**src/rtl/pwm_ch_pkg.sv**
```systemverilog
package pwm_ch_pkg;

   localparam int MODE_W = 3;

   // Mode word: bit 2 invert, bit 1 center-aligned, bit 0 strobe select
   typedef struct packed {
      logic invert;
      logic center;
      logic sel_b;
   } pwm_mode_t;

   typedef enum logic [1:0] {
      REG_MODE   = 2'd0,
      REG_DUTY   = 2'd1,
      REG_PERIOD = 2'd2,
      REG_COUNT  = 2'd3
   } pwm_reg_e;

endpackage

```
**src/rtl/pwm_ch_regs.sv**
```systemverilog
module pwm_ch_regs
   import pwm_ch_pkg::*;
#(
   parameter int CNT_W  = 16,
   parameter int DATA_W = 32
) (
   input  logic              clk,
   input  logic              rst_n,
   input  logic              wr,
   input  logic [1:0]        addr,
   input  logic [DATA_W-1:0] wdata,
   input  logic [CNT_W-1:0]  cnt,
   output pwm_mode_t         mode,
   output logic [CNT_W-1:0]  duty,
   output logic [CNT_W-1:0]  period,
   output logic [DATA_W-1:0] rdata
);

   localparam int PAD_W  = DATA_W - CNT_W;
   localparam int NUM_WIDE = 3;

   pwm_mode_t        mode_q;
   logic [CNT_W-1:0] duty_q;
   logic [CNT_W-1:0] period_q;

   always_ff @(posedge clk) begin
      if (!rst_n) begin
         mode_q   <= '0;
         duty_q   <= '0;
         period_q <= '0;
      end else if (wr) begin
         unique case (pwm_reg_e'(addr))
            REG_MODE:   mode_q   <= pwm_mode_t'(wdata[MODE_W-1:0]);
            REG_DUTY:   duty_q   <= wdata[CNT_W-1:0];
            REG_PERIOD: period_q <= wdata[CNT_W-1:0];
            REG_COUNT:  ;
            default:    ;
         endcase
      end
   end

   // zero extension of the counter-width fields to the bus width
   logic [NUM_WIDE-1:0][CNT_W-1:0]  narrow;
   logic [NUM_WIDE-1:0][DATA_W-1:0] wide;

   assign narrow[0] = duty_q;
   assign narrow[1] = period_q;
   assign narrow[2] = cnt;

   for (genvar g = 0; g < NUM_WIDE; g++) begin : g_ext
      if (PAD_W > 0) begin : g_pad
         assign wide[g] = {{PAD_W{1'b0}}, narrow[g]};
      end else begin : g_flat
         assign wide[g] = narrow[g];
      end
   end

   if (PAD_W > 0) begin : g_hi
      logic unused_hi;
      assign unused_hi = ^wdata[DATA_W-1:CNT_W];
   end

   always_comb begin
      unique case (pwm_reg_e'(addr))
         REG_MODE:   rdata = {{(DATA_W-MODE_W){1'b0}}, mode_q};
         REG_DUTY:   rdata = wide[0];
         REG_PERIOD: rdata = wide[1];
         REG_COUNT:  rdata = wide[2];
         default:    rdata = '0;
      endcase
   end

   assign mode   = mode_q;
   assign duty   = duty_q;
   assign period = period_q;

endmodule

```
**src/rtl/pwm_ch_counter.sv**
```systemverilog
module pwm_ch_counter #(
   parameter int CNT_W     = 16,
   parameter bit CENTER_EN = 1'b1
) (
   input  logic             clk,
   input  logic             rst_n,
   input  logic             en,
   input  logic             tick,
   input  logic             center,
   input  logic [CNT_W-1:0] period,
   output logic [CNT_W-1:0] cnt,
   output logic             period_end
);

   localparam logic [CNT_W:0]   ONE_X = (CNT_W+1)'(1);
   localparam logic [CNT_W-1:0] ONE   = CNT_W'(1);

   logic             en_q;
   logic             up_q;
   logic [CNT_W-1:0] cnt_q;
   logic             pe_q;
   logic             center_eff;

   logic             nxt_up;
   logic [CNT_W-1:0] nxt_cnt;
   logic             nxt_pe;

   if (CENTER_EN) begin : g_center
      assign center_eff = center;
   end else begin : g_edge_only
      logic unused_center;
      assign unused_center = center;
      assign center_eff    = 1'b0;
   end

   always_comb begin
      nxt_cnt = cnt_q;
      nxt_up  = up_q;
      nxt_pe  = 1'b0;
      if (en && !en_q) begin
         nxt_cnt = '0;
         nxt_up  = 1'b1;
      end else if (en && tick) begin
         if (!center_eff) begin
            nxt_up = 1'b1;
            if (({1'b0, cnt_q} + ONE_X) >= {1'b0, period}) begin
               nxt_cnt = '0;
               nxt_pe  = 1'b1;
            end else begin
               nxt_cnt = cnt_q + ONE;
            end
         end else if (up_q && (cnt_q < period)) begin
            nxt_cnt = cnt_q + ONE;
         end else if (cnt_q <= ONE) begin
            nxt_cnt = '0;
            nxt_up  = 1'b1;
            nxt_pe  = 1'b1;
         end else begin
            nxt_cnt = cnt_q - ONE;
            nxt_up  = 1'b0;
         end
      end
   end

   always_ff @(posedge clk) begin
      if (!rst_n) begin
         en_q  <= 1'b0;
         up_q  <= 1'b1;
         cnt_q <= '0;
         pe_q  <= 1'b0;
      end else begin
         en_q  <= en;
         up_q  <= nxt_up;
         cnt_q <= nxt_cnt;
         pe_q  <= nxt_pe;
      end
   end

   assign cnt        = cnt_q;
   assign period_end = pe_q;

endmodule

```
**src/rtl/pwm_ch_compare.sv**
```systemverilog
module pwm_ch_compare #(
   parameter int CNT_W = 16
) (
   input  logic [CNT_W-1:0] cnt,
   input  logic [CNT_W-1:0] duty,
   input  logic [CNT_W-1:0] period,
   input  logic             invert,
   output logic             pwm
);

   logic duty_zero;
   logic duty_full;
   logic raw;

   assign duty_zero = (duty == '0);
   assign duty_full = (duty >= period);
   assign raw       = !duty_zero && (duty_full || (cnt < duty));
   assign pwm       = raw ^ invert;

endmodule

```
**src/rtl/pwm_channel.sv**
```systemverilog
module pwm_channel
   import pwm_ch_pkg::*;
#(
   parameter int CNT_W     = 16,
   parameter int DATA_W    = 32,
   parameter bit CENTER_EN = 1'b1
) (
   input  logic              clk,
   input  logic              rst_n,
   input  logic              chan_en,
   input  logic              tick_a,
   input  logic              tick_b,
   input  logic              reg_wr,
   input  logic [1:0]        reg_addr,
   input  logic [DATA_W-1:0] reg_wdata,
   output logic [DATA_W-1:0] reg_rdata,
   output logic              pwm_out,
   output logic              period_end
);

   if (CNT_W < 16 || CNT_W > DATA_W) begin : g_bad_width
      $error("pwm_channel: CNT_W must lie between 16 and DATA_W");
   end
   if (DATA_W < MODE_W + 1) begin : g_bad_bus
      $error("pwm_channel: DATA_W too narrow for the mode word");
   end

   pwm_mode_t        mode_q;
   logic [CNT_W-1:0] duty_q;
   logic [CNT_W-1:0] period_q;
   logic [CNT_W-1:0] cnt_q;
   logic             sel_tick;

   pwm_ch_regs #(
      .CNT_W  (CNT_W),
      .DATA_W (DATA_W)
   ) u_regs (
      .clk    (clk),
      .rst_n  (rst_n),
      .wr     (reg_wr),
      .addr   (reg_addr),
      .wdata  (reg_wdata),
      .cnt    (cnt_q),
      .mode   (mode_q),
      .duty   (duty_q),
      .period (period_q),
      .rdata  (reg_rdata)
   );

   assign sel_tick = mode_q.sel_b ? tick_b : tick_a;

   pwm_ch_counter #(
      .CNT_W     (CNT_W),
      .CENTER_EN (CENTER_EN)
   ) u_counter (
      .clk        (clk),
      .rst_n      (rst_n),
      .en         (chan_en),
      .tick       (sel_tick),
      .center     (mode_q.center),
      .period     (period_q),
      .cnt        (cnt_q),
      .period_end (period_end)
   );

   pwm_ch_compare #(
      .CNT_W (CNT_W)
   ) u_compare (
      .cnt    (cnt_q),
      .duty   (duty_q),
      .period (period_q),
      .invert (mode_q.invert),
      .pwm    (pwm_out)
   );

endmodule

```
**config.mk**
```make
export PLATFORM = sky130hd
export DESIGN_NAME = pwm_channel
export DESIGN_NICKNAME = d
export VERILOG_FILES = /design/src/rtl/pwm_ch_pkg.sv /design/src/rtl/pwm_ch_regs.sv /design/src/rtl/pwm_ch_counter.sv /design/src/rtl/pwm_ch_compare.sv /design/src/rtl/pwm_channel.sv
export SDC_FILE = /design/constraint.sdc
export NUM_CORES = 1
export LEC_CHECK = 0
export ABC_AREA = 0
export CORE_UTILIZATION = 50
export CTS_CLUSTER_SIZE = 28
export DETAILED_ROUTE_END_ITERATION = 6
export GPL_ROUTABILITY_DRIVEN = 1
export GPL_TIMING_DRIVEN = 0
export HOLD_SLACK_MARGIN = 0.05
export PLACE_DENSITY = 0.78
export SYNTH_ARGS = -nofsm -noshare
export SYNTH_HDL_FRONTEND = slang
export SYNTH_SLANG_ARGS = --single-unit
```
**constraint.sdc**
```tcl
create_clock -name clk -period 3.08 [get_ports clk]
set_input_delay 0.616 -clock clk [delete_from_list [all_inputs] [get_ports clk]]
set_output_delay 0.616 -clock clk [all_outputs]
set_load 0.02 [all_outputs]
```
# Yosys cells after proc, flatten, opt, wreduce, memory -nomap -nowiden
# Cells that the tools add are included.
[op_classes] add_sub_neg=3 multipliers=0 n_div=0 magnitude_cmp=5 eq_ne=4 n_shift=0 muxes=12 bitwise=3 n_reduce_logical=15
[ops] operator="$pmux 32 s4" n=1
[ops] operator="$mux 16" n=4
[ops] operator="$lt 16x16->1" n=2
[ops] operator="$add 16x1->17 const B" n=1
[ops] operator="$ge 17x16->1" n=1
[ops] operator="$add 16x1->16 const B" n=1
[ops] operator="$ge 16x16->1" n=1
[ops] operator="$le 16x1->1 const B" n=1
[ops] operator="$logic_not 16->1" n=1
[ops] operator="$sub 16x1->16 const B" n=1
[ops] operator="$reduce_and 2->1" n=4
[ops] operator="$mux 1" n=7
[ops] operator="$eq 2x2->1 const B" n=2
[ops] operator="$logic_and 1x1->1" n=4
[ops] operator="$reduce_or 3->1" n=1
[ops] operator="$eq 2x1->1 const B" n=1
[ops] operator="$logic_not 1->1" n=2
[ops] operator="$logic_not 2->1" n=1
[ops] operator="$ne 2x2->1 const B" n=1
[ops] operator="$not 1->1" n=2
[ops] operator="$reduce_or 2->1" n=1
[ops] operator="$logic_or 1x1->1" n=1
[ops] operator="$xor 1x1->1" n=1
[totals] ff_bits=54 latch_bits=0 mem_bits_rw=0 romBits=0 input_bits=40 output_inout_bits=34 mem_count=0

# Depth between registers and ports, before layout
# Gate-level depths: netlist of run 1.
[logic_depth] ltp_word=4 ltp_mapped=15 ltp_nobuf=13

# By module
# Synthesis of run 1 repeated with hierarchy kept, for this count alone.
[hier_totals] hier_cells=600 hier_area_um2=5029.8
[by_module_without_submodules] module="pwm_ch_counter" instances=1 cells_per_inst=301 area_each_um2=2323.5 seq_area_each_um2=380.4
[by_module_without_submodules] module="pwm_ch_regs" instances=1 cells_per_inst=186 area_each_um2=1859.3 seq_area_each_um2=700.7
[by_module_without_submodules] module="pwm_ch_compare" instances=1 cells_per_inst=112 area_each_um2=832.0 seq_area_each_um2=0.0
[by_module_without_submodules] module="pwm_channel" instances=1 cells_per_inst=1 area_each_um2=15.0 seq_area_each_um2=0.0

# Worst setup path before layout of run 1
# Ideal clock, no wire load.
[synth_timing] path_type="flip-flop to flip-flop" start="register u_counter.cnt_q[4], in the netlist u_counter.cnt[4]" end="register u_counter.cnt_q[3], in the netlist u_counter.cnt[3]" arrival_time_ps=3031 required_ps=2948 slack_ps=-83 path_stages_with_launch=16 synth_period_minus_slack_ps=3163 path_cell_list="dfxtp_1 clkbuf_1 nand3_1 nor3_1 nand2b_1 nor2_1 xor2_1 ha_1 nand4_1 nor3_1 o31ai_1 o211ai_1 nand3_1 buf_2 a32oi_1 a21oi_1"
[synth_via] elab_chain_cells=4 word_cells_on_any_way=9 classes_between="add/sub: 1; order compare: 3; mux: 4; reduce/logical: 1"
[synth_lines] item="start: declaration" line="pwm_ch_counter.sv:20" text="logic [CNT_W-1:0] cnt_q;"
[synth_lines] item="start signal: assignment" line="pwm_ch_counter.sv:74" text="cnt_q <= nxt_cnt;"
[synth_lines] item="$add 16x1->17, or another cell as far along" line="pwm_ch_counter.sv:46" text="if (({1'b0, cnt_q} + ONE_X) >= {1'b0, period}) begin"
[synth_lines] item="$ge 17x16->1, or another cell as far along" line="pwm_ch_counter.sv:46"
[synth_lines] item="$mux 16 (on tied branches)" line="pwm_ch_counter.sv:46, pwm_ch_counter.sv:52"
[synth_lines] item="$mux 16 (*)" line="pwm_ch_counter.sv:44" text="if (!center_eff) begin"
# Every way passes the cells marked *; elsewhere a longest branch is shown, timed or not.
# A chain may end at the register's enable or synchronous reset.

# Final worst setup path of run 1
[layout_timing] start="register u_counter.cnt_q[0], in the netlist u_counter.cnt[0]" end="register u_counter.cnt_q[7], in the netlist u_counter.cnt[7]"
[layout_via] elab_chain_cells=4 word_cells_on_any_way=11 classes_between="add/sub: 3; order compare: 3; mux: 4; reduce/logical: 1"
[layout_lines] item="$add 16x1->17, or another cell as far along" line="pwm_ch_counter.sv:46"
[layout_lines] item="$ge 17x16->1, or another cell as far along" line="pwm_ch_counter.sv:46"
[layout_lines] item="$mux 16 (on tied branches)" line="pwm_ch_counter.sv:46, pwm_ch_counter.sv:52"
[layout_lines] item="$mux 16 (*)" line="pwm_ch_counter.sv:44"
# Marks and branches as above.

==> impl_summary.txt, run 1 <==
----------------------------------------------------
[Setup path]
  Signal arrival time at the worst endpoint ... approximately 3500 ps
  Nature of the critical path endpoint ... register
  Cell chain of the critical path ... ha_4, nand4_1, nor2_2, and4_4, xor2_4, ha_4, a211oi_2, nor2_1, o41ai_2, o211ai_1, buf_4, nor4_2, a41oi_1, a31oi_1
  Type of element launching the critical path ... register
  Buffering stage count on the worst path with inverters included ... 1
  Critical path start-end classification ... register to register
  FF-to-FF setup slack ... -110 ps
  Top delay family on crit path ... simple AND/OR/NAND/NOR gates
  Data required, critical path ... 3330 ps
  Cell occurring most often along the worst timing path ... sky130_fd_sc_hd__ha_4
  Setup crit start ... u_counter.cnt[0]
  Slowest cell on the critical path ... sky130_fd_sc_hd__dfxtp_4
  Crit Path Max Fanout ... 4
  R2R Path Start ... u_counter.cnt[0]
  Highest cell delay on the worst timing path ... approximately 400 ps

[Placement]
  Post-DP HPWL ... between 10000 and 15000 microns
  Gp weighted congestion ... 0.902
  Count of input and output buffers ... 41

[Run status]
  Status ... complete, but fails checks
  Violations in the final reports ... negative setup slack

[CTS]
  Worst-case clock buffer depth ... 2
  Clock tree from TritonCTS ... yes
  Clock input transition at the sequential cells of the worst setup and hold paths ... between 100 and 150 ps
  Num Clock Sinks ... 54
  Number of buffers created by CTS ... 5
  Clk root buf ... sky130_fd_sc_hd__clkbuf_8
  Clock network latency to the later pin of the worst-skew pair ... 330 ps
  CTS HTree Levels ... 2

[Global route]
  Global route overflow ... 0
  Initial antenna violation count ... 0
  Overall Global Routing Usage ... 30.2%
  Pin count of the biggest net entering global routing ... 19
  First-pass GRT wire length ... approximately 24000 microns
  Vias in the first global route ... slightly below 5000

[Timing]
  Post-layout worst setup margin ... -113 ps
  Least-Margin Pin Slew ... 928 ps
  Highest attainable clock frequency ... around 0.31 GHz
  RSZ-0062 raised after global routing ... true
  Final cycle utilization of the critical path ... 104%
  Final hold vios ... 0
  Tightest slew margin relative to the limit ... a little under two fifths
  Final clock skew ... between 10 and 15 ps
  Count of final setup violators ... 12
  Final count of pins violating max slew ... 0
  Period minus WS final ... approximately 3200 ps

[Cells and area]
  Count of fill cells added during filler insertion ... 821
  Signed area change from the synthesized netlist to the final layout ... 24.4%
  Final nets ... between 800 and 900
  Antenna Cells ... 0
  Final core utilization ... 64.7%
  Share of final-layout standard cells stronger than drive strength 1 ... 16.5%

[Die]
  Horizontal die dimension ... approximately 100 microns
  Height of the die ... 100 microns
  Core outline area ... ~9300 sq um
  Number of rows created at floorplan ... 35
  Initial standard-cell utilization of the core ... 52.0%
  Die ar. ... ~10000 sq um
  Top Ports ... 74

[Detailed routing]
  Antenna Violating Nets Remaining ... 0
  Post-detailed-route wirelength per cell ... ~18 microns
  Routed vias/inst ... between 6 and 7
  Aggregate routed wire length ... about 15000 microns
  Remaining routing DRC violations ... 0
  Total vias in the final route ... about 5100
  Number of design-rule violations left by the first detailed-router iteration ... roughly 370
  Number of search-and-repair iterations in the first detailed-routing pass ... 6

[Min path]
  Type of the most critical hold path ... register to register
  Min-Delay Startpoint ... u_regs.period[3]

[Logic synthesis]
  Yosys Warn Count ... 0
  Top_reg_cell synth ... sky130_fd_sc_hd__dfxtp_1
  Library cells used by synthesis ... 55
  #FFs+latches synth ... 54
  Synthesized netlist cell count ... around 630
  Average size of a mapped cell ... roughly 7.7 sq um
  Area of the mapped netlist ... a little under 5000 sq um
  Asr flop ratio synth ... 0%
  Fraction of the yosys area taken by sequential cells ... approximately 22%
  EDFF count, synth ... 0

[Flow run]
  MaxCap Viol Count ... 0

[Power and ir drop]
  Total design power ... between 1.5 and 2 mW
  Total power per unit cell area ... 308 nW/um^2
  VDD IR max ... 0.182 mV
  Cell leakage power ... around 2.6 nW

----------------------------------------------------
Yosys cell counts, drive strengths merged, types with 4 or more instances:
cell	n	area, sq um
clkbuf	27	101
a211oi	7	52.6
inv	40	150
nand2	95	357
nor2	27	101
a221oi	4	41.3
o31ai	6	45.0
a21oi	17	85.1
buf	24	171
xnor2	12	105
nor2b	6	37.5
o211ai	6	45.0
dfxtp	54	1080
o21ai	43	215
xor2	5	43.8
a21o	14	105
nand4	19	119
and2	5	31.3
ha	66	826
nor3	23	115
nand3	18	90.1
a21boi	33	248
a31oi	4	25.0
a22oi	5	37.5
nor4	13	93.8
nand2b	4	25.0
a22o	13	114
cells by family after synthesis:
| kind of cell | after synthesis | share of synthesized area [%] |
|---|---|---|
| compound gates | 164 | 23.6 |
| xor+xnor | 17 | 3.08 |
| fa+ha+maj | 66 | 17.1 |
| buf+inv | 91 | 8.76 |
| flops | 54 | 22.4 |
| mux | 7 | 2.25 |
| other cells | 1 | 0.0777 |
| simple gates | 226 | 22.7 |
power by group:
| group | leakage [nW] | internal, mW | switching, mW |
|---|---|---|---|
| Clock | 0.0591 | 0.249 | 0.283 |
| Sequential | 0.445 | 0.717 | 0.0227 |
| Combinational | 2.07 | 0.239 | 0.338 |
| Total | 2.57 | 1.21 | 0.644 |
cells in the final DEF (no fill, tap or decap), drive strengths merged, types with 6 or more instances in the layout:
cell	n
buf	44
a211oi	7
nor2b	6
nor4	13
dfxtp	54
a21o	14
nand4	19
nor3	23
xnor2	12
a22o	13
dlygate4sd2	12
nand3	18
inv	42
o211ai	6
nand2	95
o21ai	43
a21oi	17
clkdlybuf4s50	25
ha	66
a21boi	33
nor2	27
o31ai	6
conb	16
clkbuf	32
area by class of cell:
cell class | instances | area [sq um] | share of cell area, %
sequential | 54 | 1100 | 18.4
multi-input combinational | 496 | 3590 | 59.7
timing repair buffer | 60 | 554 | 9.23
clock buffer | 5 | 68.8 | 1.15
tap | 129 | 161 | 2.69
inverter | 40 | 150 | 2.50
buffer | 51 | 334 | 5.56
clock inverter | 3 | 47.5 | 0.792
flip-flops by register name (all words and copies together), names as in the netlist:
register	flops
u_counter.up_q	1
u_counter.en_q	1
u_regs.mode	3
u_counter.cnt	16
u_regs.period	16
u_regs.duty	16
u_counter.period_end	1
per-stage QoR:
step                      hold WS, ps  setup slack [ps]  TNS (ps)  instances  cell area [sq um]
after floorplan                   443             0.216         0        641               4890
after global placement            454              -837    -17540        811               5460
after detailed placement          459              -968    -19940        811               5460
after CTS                         475             -9.66     -9.66        833               5870
after global routing              501              -313     -3460        838               6010
final                             472              -113      -746        838               6010
per-layer routing:
metal / track usage, % / wire (microns) / up-vias
met5: 0 / 0 / -
met4: 9.25 / 444 / 0
met3: 3.13 / 1030 / 62
met2: 52.1 / 6890 / 257
met1: 39.5 / 6320 / 2384
li1: - / - / 2388
repair_timing:
item | CTS | global route
pin swaps | 17 | 20
setup endpoints to repair | 34 | 22
buffers inserted | 14 | 5
resized for setup | 79 | 29
hold buffers | 0 | 0
endpoints found under the hold margin | 0 | 0
final timing paths:
path,end,cells after the start
hold reg to reg,u_regs.period[3],2
setup / recovery,u_counter.cnt[7],14
setup reg to reg,u_counter.cnt[7],14
hold / removal,u_regs.period[3],2
worst register-to-register path: stages (launching register included):
cell,delay [ps]
sky130_fd_sc_hd__dfxtp_4,400
sky130_fd_sc_hd__ha_4,130
sky130_fd_sc_hd__nand4_1,180
sky130_fd_sc_hd__nor2_2,170
sky130_fd_sc_hd__and4_4,280
sky130_fd_sc_hd__xor2_4,210
sky130_fd_sc_hd__ha_4,240
sky130_fd_sc_hd__a211oi_2,220
sky130_fd_sc_hd__nor2_1,70
sky130_fd_sc_hd__o41ai_2,280
sky130_fd_sc_hd__o211ai_1,210
sky130_fd_sc_hd__buf_4,180
sky130_fd_sc_hd__nor4_2,280
sky130_fd_sc_hd__a41oi_1,110
sky130_fd_sc_hd__a31oi_1,150
(Power assumes the default switching activity.)
==> inputs of run 2 (changes only) <==
GPL_ROUTABILITY_DRIVEN = 0   (was 1)
==> run 2 against run 1 <==
Against the previous run:
- the flow still finishes with violations (negative setup slack)
- worst hold slack lost 3.0 ps
- first-iteration DRC count grew 36%
- sequential share of layout area is essentially flat
- critical endpoint unchanged
- worst setup slack lost 110 ps
- global-route usage grew 0.42 points
- design area is essentially flat
- highest routed layer unchanged
- non-clock buffer count grew 5
- critical path depth grew 1
- wire length grew 2.0%
- clock-buffer cell count grew 1
==> impl_summary.txt, run 2 (same netlist as run 1, synthesis figures left out) <==
----------------------------------------------------
[Global route]
  Overall Global Routing Usage ... 30.6% (+0.42 points)
  Global route overflow ... 0 (unchanged)
  First-pass GRT wire length ... 24100 microns (+0.32%)
  Initial antenna violation count ... 0 (unchanged)
  Vias in the first global route ... 4856 (-0.041%)
  Pin count of the biggest net entering global routing ... 17 (-2)

[CTS]
  Number of buffers created by CTS ... 5 (unchanged)
  CTS HTree Levels ... 2 (unchanged)
  Num Clock Sinks ... 54 (unchanged)
  Worst-case clock buffer depth ... 2 (unchanged)
  Clock input transition at the sequential cells of the worst setup and hold paths ... 110 ps (about the same)
  Clock tree from TritonCTS ... yes
  Clock network latency to the later pin of the worst-skew pair ... 330 ps (about the same)
  Clk root buf ... sky130_fd_sc_hd__clkbuf_8

[Detailed routing]
  Post-detailed-route wirelength per cell ... 17.8 microns (+1.4%)
  Aggregate routed wire length ... 15000 microns (+2.0%)
  Number of search-and-repair iterations in the first detailed-routing pass ... 5 (-1)
  Antenna Violating Nets Remaining ... 0 (unchanged)
  Number of design-rule violations left by the first detailed-router iteration ... 500 (+36%)
  Routed vias/inst ... 6.17 (+1.6%)
  Remaining routing DRC violations ... 0 (unchanged)
  Total vias in the final route ... 5204 (+2.2%)

[Timing]
  Final hold vios ... 0 (unchanged)
  Worst slack on hold paths ... 469 ps (-3.01 ps)
  Final cycle utilization of the critical path ... 107% (+3.6 points)
  Count of final setup violators ... 17 (+5)
  RSZ-0062 raised after global routing ... true
  Highest attainable clock frequency ... 0.303 GHz (-3.3%)
  Total negative slack for setup checks ... -2580 ps (-1840 ps)
  Tightest slew margin relative to the limit ... 35.9% (-1.7 points)
  Final count of pins violating max slew ... 0 (unchanged)
  Period minus WS final ... 3300 ps (+110 ps)
  Post-layout worst setup margin ... -224 ps (-110 ps)
  Least-Margin Pin Slew ... 954 ps (+25.8 ps)
  Final clock skew ... 7.74 ps (-5.86 ps)

[Die]
  Height of the die ... 100 microns (unchanged)
  Core outline area ... 9280 sq um (unchanged)
  Top Ports ... 74 (unchanged)
  Die ar. ... 10100 sq um (unchanged)
  Horizontal die dimension ... 100 microns (unchanged)
  Number of rows created at floorplan ... 35 (unchanged)
  Initial standard-cell utilization of the core ... 52.0% (unchanged)

[Flow run]
  MaxCap Viol Count ... 0 (unchanged)

[Placement]
  Post-DP HPWL ... 10900 microns (about the same)
  Post-place setup slack ... -897 ps (+70.4 ps)
  Count of input and output buffers ... 41 (unchanged)

[Power and ir drop]
  Total power per unit cell area ... 306 nW/um^2 (-0.66%)
  Cell leakage power ... 2.56 nW (-0.47%)
  VDD IR max ... 0.224 mV (+23%)

[Setup path]
  Type of element launching the critical path ... register
  Signal arrival time at the worst endpoint ... 3560 ps (+110 ps)
  Nature of the critical path endpoint ... register
  Crit Path Max Fanout ... 8 (+4)
  Critical path start-end classification ... register to register
  Data required, critical path ... 3330 ps (about the same)

[Run status]
  Violations in the final reports ... negative setup slack
  Status ... complete, but fails checks

[Cells and area]
  Final core utilization ... 64.6% (about the same)
  Antenna Cells ... 0 (unchanged)
  Most common cell after layout, fill and taps aside ... sky130_fd_sc_hd__nand2_1
  Storage cell area ... 1100 sq um (-0.34%)
  Signed area change from the synthesized netlist to the final layout ... 24.3% (about the same)
  Multi-input logic area ... 3540 sq um (-1.4%)
  Final nets ... 819 (+0.61%)
  Share of final-layout standard cells stronger than drive strength 1 ... 15.4% (-1.1 points)
  Count of fill cells added during filler insertion ... 793 (-3.4%)
  Top library cells by usage in the layout, fill and taps aside ... sky130_fd_sc_hd__nand2_1, sky130_fd_sc_hd__ha_1, sky130_fd_sc_hd__dfxtp_1

[Min path]
  Type of the most critical hold path ... register to register

----------------------------------------------------
## run 2: cell types whose count changed in the layout (fill, tap and decap cells not counted), moves of 2 or more
cell,previous run,this run
sky130_fd_sc_hd__buf_4,33,39
sky130_fd_sc_hd__a22oi_2,2,0
sky130_fd_sc_hd__a21oi_1,14,17
sky130_fd_sc_hd__clkdlybuf4s50_1,25,28
sky130_fd_sc_hd__clkbuf_4,7,4
sky130_fd_sc_hd__a21oi_2,3,0
sky130_fd_sc_hd__dlygate4sd2_1,12,9
sky130_fd_sc_hd__a22oi_1,3,5
sky130_fd_sc_hd__inv_6,2,0
## run 2: cell type report
| cell class | count | share of cell area [%] |
|---|---|---|
| clock inverters | 2 | 0.625 |
| inverters | 40 | 2.50 |
| repair buffers | 65 | 9.92 |
| multi-input cells | 496 | 59.0 |
| well taps | 129 | 2.69 |
| plain buffers | 51 | 5.80 |
| flip-flops and latches | 54 | 18.3 |
| clock buffers | 6 | 1.21 |
## run 2: repair_timing
item	4_1_cts	5_1_grt
buffers inserted	22	2
resized for setup	78	16
setup endpoints to repair	34	22
hold endpoints to repair	0	0
hold buffers	0	0
gates cloned	0	0
pin swaps	26	5
## run 2: power by group
group          internal (mW)  switching [mW]  leakage [nW]
sequential             0.718          0.0229         0.444
clock                  0.243           0.269        0.0514
combinational          0.244           0.338          2.07
## run 2: worst max-delay path: stages, from the launching register on
cell                       delay (ps)
sky130_fd_sc_hd__dfxtp_1          400
sky130_fd_sc_hd__clkbuf_8         190
sky130_fd_sc_hd__nand2_2          130
sky130_fd_sc_hd__nor3_1           220
sky130_fd_sc_hd__inv_1            100
sky130_fd_sc_hd__o21ai_0          280
sky130_fd_sc_hd__nand2_1          150
sky130_fd_sc_hd__ha_1             220
sky130_fd_sc_hd__a211oi_2         210
sky130_fd_sc_hd__nor2_1            80
sky130_fd_sc_hd__o41ai_2          340
sky130_fd_sc_hd__o211ai_1         200
sky130_fd_sc_hd__buf_4            180
sky130_fd_sc_hd__nor4_2           220
sky130_fd_sc_hd__a41oi_1           90
sky130_fd_sc_hd__a31oi_1          220
## run 2: layer usage
| layer | GRT usage [%] | share of wire, % | up-vias |
|---|---|---|---|
| li1 | - | - | 2400 |
| met1 | 38.3 | 40 | 2368 |
| met2 | 51.8 | 46 | 358 |
| met3 | 4.94 | 9.5 | 78 |
| met4 | 13.3 | 4.1 | 0 |
| met5 | 0 | 0 | - |
## run 2: path summary, 6_finish.rpt
kind / slack, ps / depth (start not counted) / to / start
min reg2reg: 470 / 2 / u_regs.period[13] / u_regs.period[13]
max reg2reg: -220 / 15 / u_counter.cnt[7] / u_counter.cnt[6]
max: -220 / 15 / u_counter.cnt[7] / u_counter.cnt[6]
min: 470 / 2 / u_regs.period[13] / u_regs.period[13]
## run 2: metrics by stage
stage | total power, mW | std cells | cell area, sq um
after floorplan | 1.09 | 641 | 4890
after global placement | 1.23 | 811 | 5460
after detailed placement | 1.25 | 811 | 5460
after CTS | 1.80 | 841 | 5950
after global routing | 1.90 | 843 | 6000
final | 1.84 | 843 | 6000
==> inputs of run 3 (changes only) <==
CAP_MARGIN = 25   (was default)
==> results of run 3 <==
Final layout, timing and power as in run 2 (identical DEF).
